<file path="src/rtl/spi_cmd_pkg.sv">
package spi_cmd_pkg;
    localparam int CS_LINES   = 6;
    localparam int WORD_W     = 32;
    localparam int HALF_W     = 16;
    localparam int STAT_W     = 4;
    // command-half bit positions (decoded by the engine)
    localparam int CMD_CONT   = 15;
    localparam int CMD_EOQ    = 11;
    localparam int CMD_CLRCNT = 10;
    // status bit positions
    localparam int STAT_DONE  = 0;
    localparam int STAT_EOQ   = 1;
    localparam int STAT_RXOVF = 2;
    localparam int STAT_TXUNF = 3;

    typedef enum logic [2:0] {
        ST_IDLE, ST_LOAD2, ST_SETUP, ST_SHIFT, ST_HOLD, ST_FINISH
    } eng_state_e;
endpackage

</file>
<file path="src/rtl/spi_cmd_fifo.sv">
module spi_cmd_fifo #(
    parameter int WIDTH = 32,
    parameter int DEPTH = 4,
    parameter int CW    = $clog2(DEPTH + 1)
) (
    input  logic             clk,
    input  logic             rst_n,
    input  logic             flush,
    input  logic             wr_en,
    input  logic [WIDTH-1:0] wr_data,
    input  logic             rd_en,
    output logic [WIDTH-1:0] rd_data,
    output logic [CW-1:0]    count,
    output logic             full,
    output logic             empty
);
    localparam int AW = (DEPTH > 1) ? $clog2(DEPTH) : 1;

    typedef struct packed {
        logic [DEPTH-1:0][WIDTH-1:0] mem;
        logic [AW-1:0]               rd;
        logic [AW-1:0]               wr;
        logic [CW-1:0]               cnt;
    } fifo_s;

    fifo_s d, q;
    logic  do_wr, do_rd;

    always_comb begin
        d     = q;
        do_wr = wr_en && (q.cnt != CW'(DEPTH));
        do_rd = rd_en && (q.cnt != '0);
        if (do_wr) begin
            d.mem[q.wr] = wr_data;
            d.wr        = (q.wr == AW'(DEPTH - 1)) ? '0 : q.wr + AW'(1);
        end
        if (do_rd)
            d.rd = (q.rd == AW'(DEPTH - 1)) ? '0 : q.rd + AW'(1);
        d.cnt = q.cnt + CW'(do_wr) - CW'(do_rd);
        if (flush) begin
            d.rd  = '0;
            d.wr  = '0;
            d.cnt = '0;
        end
    end

    always_ff @(posedge clk or negedge rst_n) begin
        if (!rst_n) q <= '0;
        else        q <= d;
    end

    assign rd_data = q.mem[q.rd];
    assign count   = q.cnt;
    assign full    = (q.cnt == CW'(DEPTH));
    assign empty   = (q.cnt == '0);

    // writers never offer a word to a full queue
    assert_no_write_when_full_R9: assert property (@(posedge clk) disable iff (!rst_n)
        wr_en |-> !full);
    // readers never take from an empty queue
    assert_no_read_when_empty_R6: assert property (@(posedge clk) disable iff (!rst_n)
        rd_en |-> !empty);
endmodule

</file>
<file path="src/rtl/spi_cmd_engine.sv">
module spi_cmd_engine
    import spi_cmd_pkg::*;
#(
    parameter int HALF_DIV = 2,
    parameter int CNT_W    = 3
) (
    input  logic                clk,
    input  logic                rst_n,
    input  logic                cfg_cpol,
    input  logic                cfg_cpha,
    input  logic                cfg_lsb_first,
    input  logic [4:0]          cfg_size_m1,
    input  logic [WORD_W-1:0]   tx_head,
    input  logic [CNT_W-1:0]    tx_count,
    output logic                tx_pop,
    input  logic                rx_full,
    output logic                rx_push,
    output logic [WORD_W-1:0]   rx_word,
    input  logic                miso,
    output logic                sck,
    output logic                mosi,
    output logic [CS_LINES-1:0] cs_mask,
    input  logic                stat_clr_valid,
    input  logic [STAT_W-1:0]   stat_clr_mask,
    output logic [STAT_W-1:0]   status,
    output logic [HALF_W-1:0]   tcnt
);
    localparam int HW = (HALF_DIV > 1) ? $clog2(HALF_DIV) : 1;

    typedef struct packed {
        eng_state_e          st;
        logic [HW-1:0]       tick;
        logic [5:0]          edg;
        logic                sck;
        logic                mosi;
        logic [CS_LINES-1:0] cs;
        logic                cont;
        logic                eoq;
        logic                clr;
        logic [WORD_W-1:0]   txd;
        logic [WORD_W-1:0]   rxd;
        logic [HALF_W-1:0]   tcnt;
        logic [STAT_W-1:0]   status;
    } eng_s;

    eng_s              d, q;
    logic              half_end;
    logic [4:0]        bitn, cur_idx, nxt_idx, first_idx;
    logic [CNT_W-1:0]  need;
    logic [STAT_W-1:0] sets;
    logic              unused_cmd_bits;

    assign unused_cmd_bits = ^{tx_head[30:28], tx_head[25:22]};

    always_comb begin
        d         = q;
        tx_pop    = 1'b0;
        rx_push   = 1'b0;
        sets      = '0;
        half_end  = (q.tick == HW'(HALF_DIV - 1));
        bitn      = q.edg[5:1];
        cur_idx   = cfg_lsb_first ? bitn : cfg_size_m1 - bitn;
        nxt_idx   = cfg_lsb_first ? bitn + 5'd1 : cfg_size_m1 - bitn - 5'd1;
        first_idx = cfg_lsb_first ? 5'd0 : cfg_size_m1;
        need      = cfg_size_m1[4] ? CNT_W'(2) : CNT_W'(1);

        if (q.st inside {ST_SETUP, ST_SHIFT, ST_HOLD})
            d.tick = half_end ? '0 : q.tick + HW'(1);
        else
            d.tick = '0;

        unique case (q.st)
            ST_IDLE: begin
                d.sck = cfg_cpol;
                if (tx_count >= need) begin
                    tx_pop = 1'b1;
                    d.cont = tx_head[HALF_W + CMD_CONT];
                    d.eoq  = tx_head[HALF_W + CMD_EOQ];
                    d.clr  = tx_head[HALF_W + CMD_CLRCNT];
                    d.cs   = tx_head[HALF_W +: CS_LINES];
                    d.txd  = {{HALF_W{1'b0}}, tx_head[HALF_W-1:0]};
                    d.rxd  = '0;
                    d.edg  = '0;
                    d.st   = cfg_size_m1[4] ? ST_LOAD2 : ST_SETUP;
                end
            end
            ST_LOAD2: begin
                tx_pop                = 1'b1;
                d.txd[WORD_W-1:HALF_W] = tx_head[HALF_W-1:0];
                d.st                  = ST_SETUP;
            end
            ST_SETUP: begin
                if (!cfg_cpha) d.mosi = q.txd[first_idx];
                if (half_end)  d.st   = ST_SHIFT;
            end
            ST_SHIFT: begin
                if (half_end) begin
                    d.sck = ~q.sck;
                    d.edg = q.edg + 6'd1;
                    if (!q.edg[0]) begin
                        if (cfg_cpha) d.mosi         = q.txd[cur_idx];
                        else          d.rxd[cur_idx] = miso;
                    end else begin
                        if (cfg_cpha)                     d.rxd[cur_idx] = miso;
                        else if (bitn != cfg_size_m1)     d.mosi         = q.txd[nxt_idx];
                    end
                    if (q.edg == {cfg_size_m1, 1'b1}) d.st = ST_HOLD;
                end
            end
            ST_HOLD: begin
                if (half_end) d.st = ST_FINISH;
            end
            ST_FINISH: begin
                rx_push          = !rx_full;
                d.tcnt           = (q.clr ? '0 : q.tcnt) + HALF_W'(1);
                sets[STAT_DONE]  = 1'b1;
                sets[STAT_EOQ]   = q.eoq;
                sets[STAT_RXOVF] = rx_full;
                sets[STAT_TXUNF] = q.cont && (tx_count < need);
                if (!q.cont) d.cs = '0;
                d.st = ST_IDLE;
            end
            default: d.st = ST_IDLE;
        endcase

        d.status = (q.status & ~(stat_clr_valid ? stat_clr_mask : '0)) | sets;
    end

    always_ff @(posedge clk or negedge rst_n) begin
        if (!rst_n) q <= '0;
        else        q <= d;
    end

    assign rx_word = q.rxd;
    assign sck     = q.sck;
    assign mosi    = q.mosi;
    assign cs_mask = q.cs;
    assign status  = q.status;
    assign tcnt    = q.tcnt;

    // after an even number of toggles the clock is back at its idle level
    assert_sck_idle_after_frame_R4: assert property (@(posedge clk) disable iff (!rst_n)
        (q.st == ST_HOLD) |-> (q.sck == cfg_cpol));
    // a non-continuous frame releases its select line
    assert_cs_release_R5: assert property (@(posedge clk) disable iff (!rst_n)
        (q.st == ST_FINISH && !q.cont) |=> (q.cs == '0));
    // the counter steps by one or restarts at one
    assert_tcnt_step_R7: assert property (@(posedge clk) disable iff (!rst_n)
        (q.st == ST_FINISH) |=> (q.tcnt == HALF_W'(1) || q.tcnt == $past(q.tcnt) + HALF_W'(1)));
    // end-of-queue frame raises its flag
    assert_eoq_flag_R8: assert property (@(posedge clk) disable iff (!rst_n)
        (q.st == ST_FINISH && q.eoq) |=> q.status[STAT_EOQ]);
endmodule

</file>
<file path="src/rtl/spi_cmd_master.sv">
module spi_cmd_master
    import spi_cmd_pkg::*;
#(
    parameter int HALF_DIV   = 2,
    parameter int FIFO_DEPTH = 4,
    parameter int CNT_W      = $clog2(FIFO_DEPTH + 1)
) (
    input  logic                clk,
    input  logic                rst_n,
    input  logic                push_valid,
    input  logic [WORD_W-1:0]   push_word,
    output logic                push_ready,
    input  logic                pop_ready,
    output logic                pop_valid,
    output logic [WORD_W-1:0]   pop_data,
    input  logic                cfg_cpol,
    input  logic                cfg_cpha,
    input  logic                cfg_lsb_first,
    input  logic [3:0]          cfg_size,
    input  logic                cfg_size_ext,
    input  logic [CS_LINES-1:0] cfg_cs_idle,
    input  logic                flush_tx,
    input  logic                flush_rx,
    input  logic                stat_clr_valid,
    input  logic [STAT_W-1:0]   stat_clr_mask,
    output logic [STAT_W-1:0]   status,
    output logic [HALF_W-1:0]   xfer_count,
    output logic                sck,
    output logic                mosi,
    input  logic                miso,
    output logic [CS_LINES-1:0] cs_o
);
    logic [WORD_W-1:0]   tx_head, rx_word;
    logic [CNT_W-1:0]    tx_count, rx_count_unused;
    logic                tx_full, tx_empty_unused, tx_pop;
    logic                rx_full, rx_empty, rx_push;
    logic [CS_LINES-1:0] cs_mask;

    assign push_ready = !tx_full;
    assign pop_valid  = !rx_empty;
    assign cs_o       = cfg_cs_idle ^ cs_mask;

    spi_cmd_fifo #(.WIDTH(WORD_W), .DEPTH(FIFO_DEPTH), .CW(CNT_W)) u_txq (
        .clk(clk), .rst_n(rst_n), .flush(flush_tx),
        .wr_en(push_valid && !tx_full), .wr_data(push_word),
        .rd_en(tx_pop), .rd_data(tx_head),
        .count(tx_count), .full(tx_full), .empty(tx_empty_unused)
    );

    spi_cmd_fifo #(.WIDTH(WORD_W), .DEPTH(FIFO_DEPTH), .CW(CNT_W)) u_rxq (
        .clk(clk), .rst_n(rst_n), .flush(flush_rx),
        .wr_en(rx_push), .wr_data(rx_word),
        .rd_en(pop_ready && !rx_empty), .rd_data(pop_data),
        .count(rx_count_unused), .full(rx_full), .empty(rx_empty)
    );

    spi_cmd_engine #(.HALF_DIV(HALF_DIV), .CNT_W(CNT_W)) u_eng (
        .clk(clk), .rst_n(rst_n),
        .cfg_cpol(cfg_cpol), .cfg_cpha(cfg_cpha), .cfg_lsb_first(cfg_lsb_first),
        .cfg_size_m1({cfg_size_ext, cfg_size}),
        .tx_head(tx_head), .tx_count(tx_count), .tx_pop(tx_pop),
        .rx_full(rx_full), .rx_push(rx_push), .rx_word(rx_word),
        .miso(miso), .sck(sck), .mosi(mosi), .cs_mask(cs_mask),
        .stat_clr_valid(stat_clr_valid), .stat_clr_mask(stat_clr_mask),
        .status(status), .tcnt(xfer_count)
    );
endmodule

</file>
<file path="config.mk">
export PLATFORM = sky130hd
export DESIGN_NAME = spi_cmd_master
export DESIGN_NICKNAME = d
export VERILOG_FILES = /design/src/rtl/spi_cmd_pkg.sv /design/src/rtl/spi_cmd_fifo.sv /design/src/rtl/spi_cmd_engine.sv /design/src/rtl/spi_cmd_master.sv
export SDC_FILE = /design/constraint.sdc
export NUM_CORES = 1
export LEC_CHECK = 0
export BUFFER_PORTS_ARGS = -buffer_cell sky130_fd_sc_hd__clkbuf_2
export CORE_ASPECT_RATIO = 0.8
export CORE_MARGIN = 2
export CORE_UTILIZATION = 50
export CTS_CLUSTER_SIZE = 8
export DETAILED_ROUTE_END_ITERATION = 12
export PLACE_DENSITY = 0.72
export SLEW_MARGIN = 30
export SYNTH_ARGS = -nofsm -noshare
export SYNTH_HDL_FRONTEND = slang
export SYNTH_SLANG_ARGS = --single-unit
</file>
<file path="constraint.sdc">
create_clock -name clk -period 4.4 [get_ports clk]
set_clock_uncertainty 0.15 [all_clocks]
set_input_delay 0.44 -clock clk [delete_from_list [all_inputs] [get_ports clk]]
set_output_delay 0.44 -clock clk [all_outputs]
set_load 0.05 [all_outputs]
</file>
# ---- Word-level counts from Yosys, hierarchy flattened
# Cells that the tools add are included.
dict set report totals {
  reg_bits 375
  out_inout_bits 62
  in_bits 58
  wordCells 186
}
dict set report classes {
  magnitude_cmp 12
  bitwise 5
  n_mux 66
  n_reduce_logical 34
  eq_ne 27
  addsub 14
}
# op count
set ops {}
lappend ops {{$bwmux W128} 2}
lappend ops {{$mux W32} 8}
lappend ops {{$bmux W32 S2} 2}
lappend ops {{$demux W32 S2} 2}
lappend ops {{$mux W73} 1}
lappend ops {{$pmux W32 S2} 1}
lappend ops {{$bwmux W32} 1}
lappend ops {{$pmux W16 S2} 1}
lappend ops {{$mux W2} 10}
lappend ops {{$lt A5 B6 Y1 const B} 3}
lappend ops {{$add A16 B1 Y16 const B} 1}
lappend ops {{$mux W16} 1}
lappend ops {{$reduce_bool A2 Y1} 8}
lappend ops {{$bmux W1 S5} 3}
lappend ops {{$mux W3} 5}
lappend ops {{$mux W5} 3}
lappend ops {{$ne A3 B3 Y1 const B} 5}
lappend ops {{$pmux W3 S5} 1}
lappend ops {{$mux W7} 2}
lappend ops {{$pmux W7 S2} 1}
lappend ops {{$mux W1} 13}
lappend ops {{$eq A3 B3 Y1 const B} 4}
lappend ops {{$lt A2 B3 Y1 const B} 4}
lappend ops {{$mux W6} 2}
lappend ops {{38 further kinds} 74}

# ---- Depth between registers and ports, before layout
dict set report depth {
  depth_word 11
  depth_mapped 13
  ltp_nobuf 13
}

# ---- By module
# From an unflattened synthesis, not the netlist that was laid out.
dict set report unflattened {
  hier_cells 1466
  area_unflattened_um2 19914.1
}
# mod n_inst cells_each area_each_um2 seq_area_each_um2
set by_module_without_submodules {}
lappend by_module_without_submodules {spi_cmd_fifo 2 363 6643.9 3378.2}
lappend by_module_without_submodules {spi_cmd_engine 1 730 6553.8 2627.5}
lappend by_module_without_submodules {spi_cmd_master 1 10 72.6 0.0}

# ---- Least setup slack after synthesis
# Ideal clock, no wire load.
dict set report synth_path {
  path_kind {input to register}
  startpoint {input cfg_size[0]}
  endpoint {register u_eng.q, in the netlist u_eng.mosi}
  required_time_ps 4126
  t_arrival_ps 3314
  path_buffers 1
  stages 11
  setup_slack_ps 813
  setup_time_ps 124
  path_cell_list {clkbuf_1 inv_1 ha_1 fa_1 ha_1 o21ai_2 mux4_2 mux2_1 nand3_1 o211a_1 o21bai_1}
}
dict set report synth_between {
  elab_chain_len 10
  elab_cells_between_ends 21
  classes_between {add/sub (2); eq/ne (2); mux (16); reduce/logical (1)}
}
# item line_no
set synth_rtl {}
lappend synth_rtl {{start, declared} spi_cmd_master.sv:19} ;# input logic [3:0] cfg_size,
lappend synth_rtl {{$sub A5 B5 Y5} {spi_cmd_engine.sv:62, spi_cmd_engine.sv:63}}
lappend synth_rtl {{$sub A5 B1 Y5} spi_cmd_engine.sv:63} ;# nxt_idx = cfg_lsb_first ? bitn + 5'd1 : cfg_size_m1 - bitn - 5'd1;
lappend synth_rtl {{$mux W5} spi_cmd_engine.sv:63}
lappend synth_rtl {{$bmux W1 S5} spi_cmd_engine.sv:105} ;# else if (bitn != cfg_size_m1) d.mosi = q.txd[nxt_idx];
lappend synth_rtl {{$mux W1 (implied by the code)} spi_cmd_engine.sv:105}
lappend synth_rtl {{$mux W1} spi_cmd_engine.sv:105}
lappend synth_rtl {{$mux W1} spi_cmd_engine.sv:104} ;# if (cfg_cpha) d.rxd[cur_idx] = miso;
lappend synth_rtl {{$mux W1} spi_cmd_engine.sv:100} ;# if (!q.edg[0]) begin
lappend synth_rtl {{$mux W8} spi_cmd_engine.sv:97} ;# if (half_end) begin
lappend synth_rtl {{$pmux W1 S2} spi_cmd_engine.sv:72} ;# unique case (q.st)
lappend synth_rtl {{end signal, assigned} spi_cmd_engine.sv:130} ;# if (!rst_n) q <= '0;
lappend synth_rtl {{end signal, assigned} spi_cmd_engine.sv:131} ;# else q <= d;
lappend synth_rtl {{end, declared} spi_cmd_engine.sv:46} ;# eng_s d, q;
# Parallel ways exist; a longest one is shown, timed or not. The select of a mux whose other input is x is not followed.
# A chain may end at the register's enable or synchronous reset.

# ---- Worst setup path in the final report
dict set report layout_path {
  startpoint {register u_eng.q, in the netlist u_eng.bitn[0]}
  endpoint {register u_eng.q, in the netlist u_eng.mosi}
}
dict set report layout_between {
  elab_chain_len 10
  elab_cells_between_ends 18
  classes_between {add/sub (3); eq/ne (2); mux (12); reduce/logical (1)}
}
# item line_no
set layout_rtl {}
lappend layout_rtl {{$sub A5 B5 Y5} {spi_cmd_engine.sv:62, spi_cmd_engine.sv:63}}
lappend layout_rtl {{$sub A5 B1 Y5} spi_cmd_engine.sv:63}
lappend layout_rtl {{$mux W5} spi_cmd_engine.sv:63}
lappend layout_rtl {{$bmux W1 S5} spi_cmd_engine.sv:105}
lappend layout_rtl {{$mux W1 (implied by the code)} spi_cmd_engine.sv:105}
lappend layout_rtl {{$mux W1} spi_cmd_engine.sv:105}
lappend layout_rtl {{$mux W1} spi_cmd_engine.sv:104}
lappend layout_rtl {{$mux W1} spi_cmd_engine.sv:100}
lappend layout_rtl {{$mux W8} spi_cmd_engine.sv:97}
lappend layout_rtl {{$pmux W1 S2} spi_cmd_engine.sv:72}
# Parallel ways exist; a longest one is shown, timed or not. The select of a mux whose other input is x is not followed.

==> reports/results.tsv <==
stage	metric	value	unit
placement	GP Congestion	0.867	
sta	fin crit share	0.775	
logic_synthesis	Synth area leader	dfrtp_1	
job	Max-cap violations	0	
route	DRT iter0 DRCs	909	
worst_setup_path	most used cell, CP	ha_1	
clocking	Post-CTS Hold Buffers	4	
route	DR vias	11044	
placement	dpl cells	1794	
final_layout	layout cells sized above 1	0.325	
route	ANT nets after route	0	
route	wire per inst	20.2	um
logic_synthesis	share of the synthesized area in the top cell type	0.513	
final_layout	Fill cells	2666	
logic_synthesis	Synth Flop Type	dfrtp_1	
logic_synthesis	Synth Instances	1322	
route	Vias/cell	5.95	
worst_setup_path	slowest library cell on the worst path	mux4_2	
sta	RSZ-0062 raised after global routing	false	
pwr	Switching Share	0.320	
clocking	CTS tree	done	
logic_synthesis	Yosys warnings	0	
floorplan	Initial Utilization	0.505	
logic_synthesis	syn nets	1407	
route	DRC	0	
logic_synthesis	synth top area cells	dfrtp_1 (51%), mux2_2 (12%), mux4_2 (10%)	
hold_path	Hold WC Path Type	primary input to flip-flop	
logic_synthesis	synthesis-stage register bit count	347	
pwr	PwrDens	570	nW/um2
logic_synthesis	Avg Inst Size Synth	12.8	um2
grt	pin count of the biggest net entering global routing	112	
pwr	Combinational Power Share	0.289	
grt	vias in the first global route	11585	
sta	Slew @ Worst Pin	0.962	ns
final_layout	Synth-to-Final Area Change	12.8	%
final_layout	final net count	1500	
pwr	Power Total	10.9	mW
clocking	post_cts resized	0	
clocking	TritonCTS Buffers	49	
clocking	Longest Clk Path Bufs	3	
worst_setup_path	crit path DAT	3.71	ns
hold_path	HP Start	push_word[6]	
worst_setup_path	CP max FO	7	
worst_setup_path	crit path from	u_eng.bitn[0]	
pwr	P_int	7.40	mW
pwr	Clk pwr share	0.298	
clocking	H-tree depth	2	
floorplan	Die Wd	210	um
pwr	Leak Pwr	8.92	nW
clocking	TritonCTS Sinks	347	
clocking	Post-CTS Setup Repair Bufs	0	
logic_synthesis	top-count cell post-synth	dfrtp_1	
pwr	peak supply drop	0.000365	V
final_layout	area occupied by multi-input gates	7660	um2
route	DRT Pass-1 Iters	8	
worst_setup_path	FF-to-FF path depth	9	
sta	Setup TNS	0	ns
worst_setup_path	Crit Reg-Reg Startpoint	u_eng.bitn[0]	
sta	Final Hold Vio Count	0	
worst_setup_path	Critical Path Sink Type	flip-flop	
hold_path	WHS Path Cells	2	
pwr	reported net switching power	3.48	mW
run_status	outcome	finished clean	
floorplan	die height	169	um
placement	number of port buffers	112	
clocking	Skew-Pair Late Insertion Delay	0.55	ns
worst_setup_path	Startpoint Class	flip-flop	
worst_setup_path	R2R Setup Slk	0.99	ns
floorplan	CORE AREA	33500	um2
worst_setup_path	FF-to-FF End	u_eng.mosi	
sta	Final Setup Violations	0	
clocking	clk root buf	clkbuf_16	
worst_setup_path	Setup CP Type	flip-flop to flip-flop	
route	final WL	37400	um
logic_synthesis	Post-synth EDFFs	0	
logic_synthesis	synthesized area	16900	um2
sta	max-slew violations	0	
grt	GR Overflow Total	0	
final_layout	Final Cell Area	19100	um2
final_layout	FF/Latch Area	8690	um2
worst_setup_path	crit path cell chain	ha_1, fa_1, ha_1, o21ai_2, mux4_2, mux2_1, nand3_1, o211a_1, o21bai_1	
clocking	Clk pin slew, worst setup/hold paths	0.06	ns
worst_setup_path	data required time of the worst path	4.70	ns
logic_synthesis	Unique masters post-synth	67	
floorplan	Rows	60	
pwr	Reg power frac	0.413	
worst_setup_path	slowest cell delay on critical path	0.59	ns
grt	initial antenna violation count	3	
placement	DP Area	17800	um2
logic_synthesis	post-synthesis sequential area ratio	0.513	
sta	minimum clock period	3.41	ns
sta	relative slew slack	0.359	
hold_path	hold-critical path endpoint	u_txq.q[77]	
logic_synthesis	most frequent cells after synthesis	dfrtp_1 (347), mux2_2 (175), o21ai_0 (110)	
grt	first-pass GRT wire length	62600	um
sta	Max Fclk	0.293	GHz
logic_synthesis	async set-reset flop share out of synthesis	1.00	
floorplan	num ports	120	
final_layout	Cell Count, Final, Fillers Out	1855	
grt	GR Util All Layers	0.221	
floorplan	die area	35300	um2
placement	detailed placer's ending HPWL	24500	um
final_layout	post-layout util	0.570	
## worst max path at each step
stage / end / slack, ns / depth (start not counted)
2_1_floorplan: u_eng.mosi / 0.81 / 11
3_3_place_gp: u_eng.mosi / 0.87 / 11
3_5_place_dp: u_txq.count[2] / 0.85 / 14
4_1_cts: u_eng.mosi / 0.97 / 9
5_1_grt: u_eng.mosi / 0.79 / 10
6_report: u_eng.mosi / 0.99 / 9
## flip-flops by register name (all words and copies together) (netlist names), 3 cells and up
| register | flops |
|---|---|
| u_rxq.q | 132 |
| u_txq.q | 104 |
| u_eng.q | 39 |
| u_eng.rx_word | 32 |
| u_eng.tcnt | 16 |
| u_eng.cs_mask | 6 |
| u_eng.bitn | 5 |
| u_eng.status | 4 |
| u_rxq.count | 3 |
| u_txq.count | 3 |
## per-layer routing
metal | track usage | wire length (um) | vias up
met5 | 0 | 7 | -
met4 | 0.0718 | 928 | 2
met3 | 0.0458 | 2200 | 73
met2 | 0.346 | 17600 | 315
met1 | 0.311 | 16700 | 5685
li1 | - | - | 4969
## worst max-delay path, delay by kind of cell, from the launching register on
family / cells / cell delay (ns)
mux: 2 / 0.89
flops: 1 / 0.46
fa+ha+maj: 3 / 1.04
compound gates: 3 / 0.67
simple gates: 1 / 0.09
## area by class of cell
cell class | instances | area share
Timing Repair Buffer | 141 | 0.0432
Antenna cell | 2 | 0.000262
Clock buffer | 52 | 0.0649
Sequential cell | 347 | 0.455
Multi-Input combinational cell | 850 | 0.402
Clock inverter | 3 | 0.00118
Inverter | 26 | 0.00512
Tap cell | 434 | 0.0285
## cell usage in the layout (no fill, tap or decap), types with 4 or more instances in the layout
cell             n
dfrtp_1        345
mux2_2         175
clkbuf_2       111
o21ai_0        110
nand2_1         97
mux4_2          76
mux2_1          74
a21oi_1         57
clkbuf_16       49
nor2_1          47
inv_1           24
ha_1            24
buf_4           23
nand3_1         21
mux2i_1         18
xnor2_1         13
nor2b_1         11
nor3_1          10
xor2_1           9
and3_1           8
a31oi_1          8
nand2b_1         7
nand4_1          7
or3_1            5
o21ai_1          5
o21a_1           5
a21o_1           4
nand2_2          4
dlygate4sd3_1    4
## stage by stage
step                setup slack (ns)  hold slack, ns
finish                         0.992          0.0242
global route                   0.787          0.0233
CTS                            0.971         0.00960
detailed placement             0.846           0.321
global placement               0.869           0.314
floorplan                      0.813        -0.00559
## power by group through the flow
stage                     combinational (mW)  clock, mW  sequential (mW)
after floorplan                         2.54          0             4.25
after global placement                  3.03          0             4.47
after detailed placement                3.14          0             4.53
after CTS                               3.16       3.31             4.48
after global routing                    3.46       3.44             4.60
final                                   3.14       3.24             4.50
## cells by family after synthesis
family | Yosys count | synth area share
simple gates | 232 | 0.0628
xor+xnor | 24 | 0.0138
mux | 343 | 0.278
compound gates | 224 | 0.0769
fa+ha+maj | 27 | 0.0213
flops | 347 | 0.513
buf+inv | 125 | 0.0343
(Power assumes the default switching activity.)
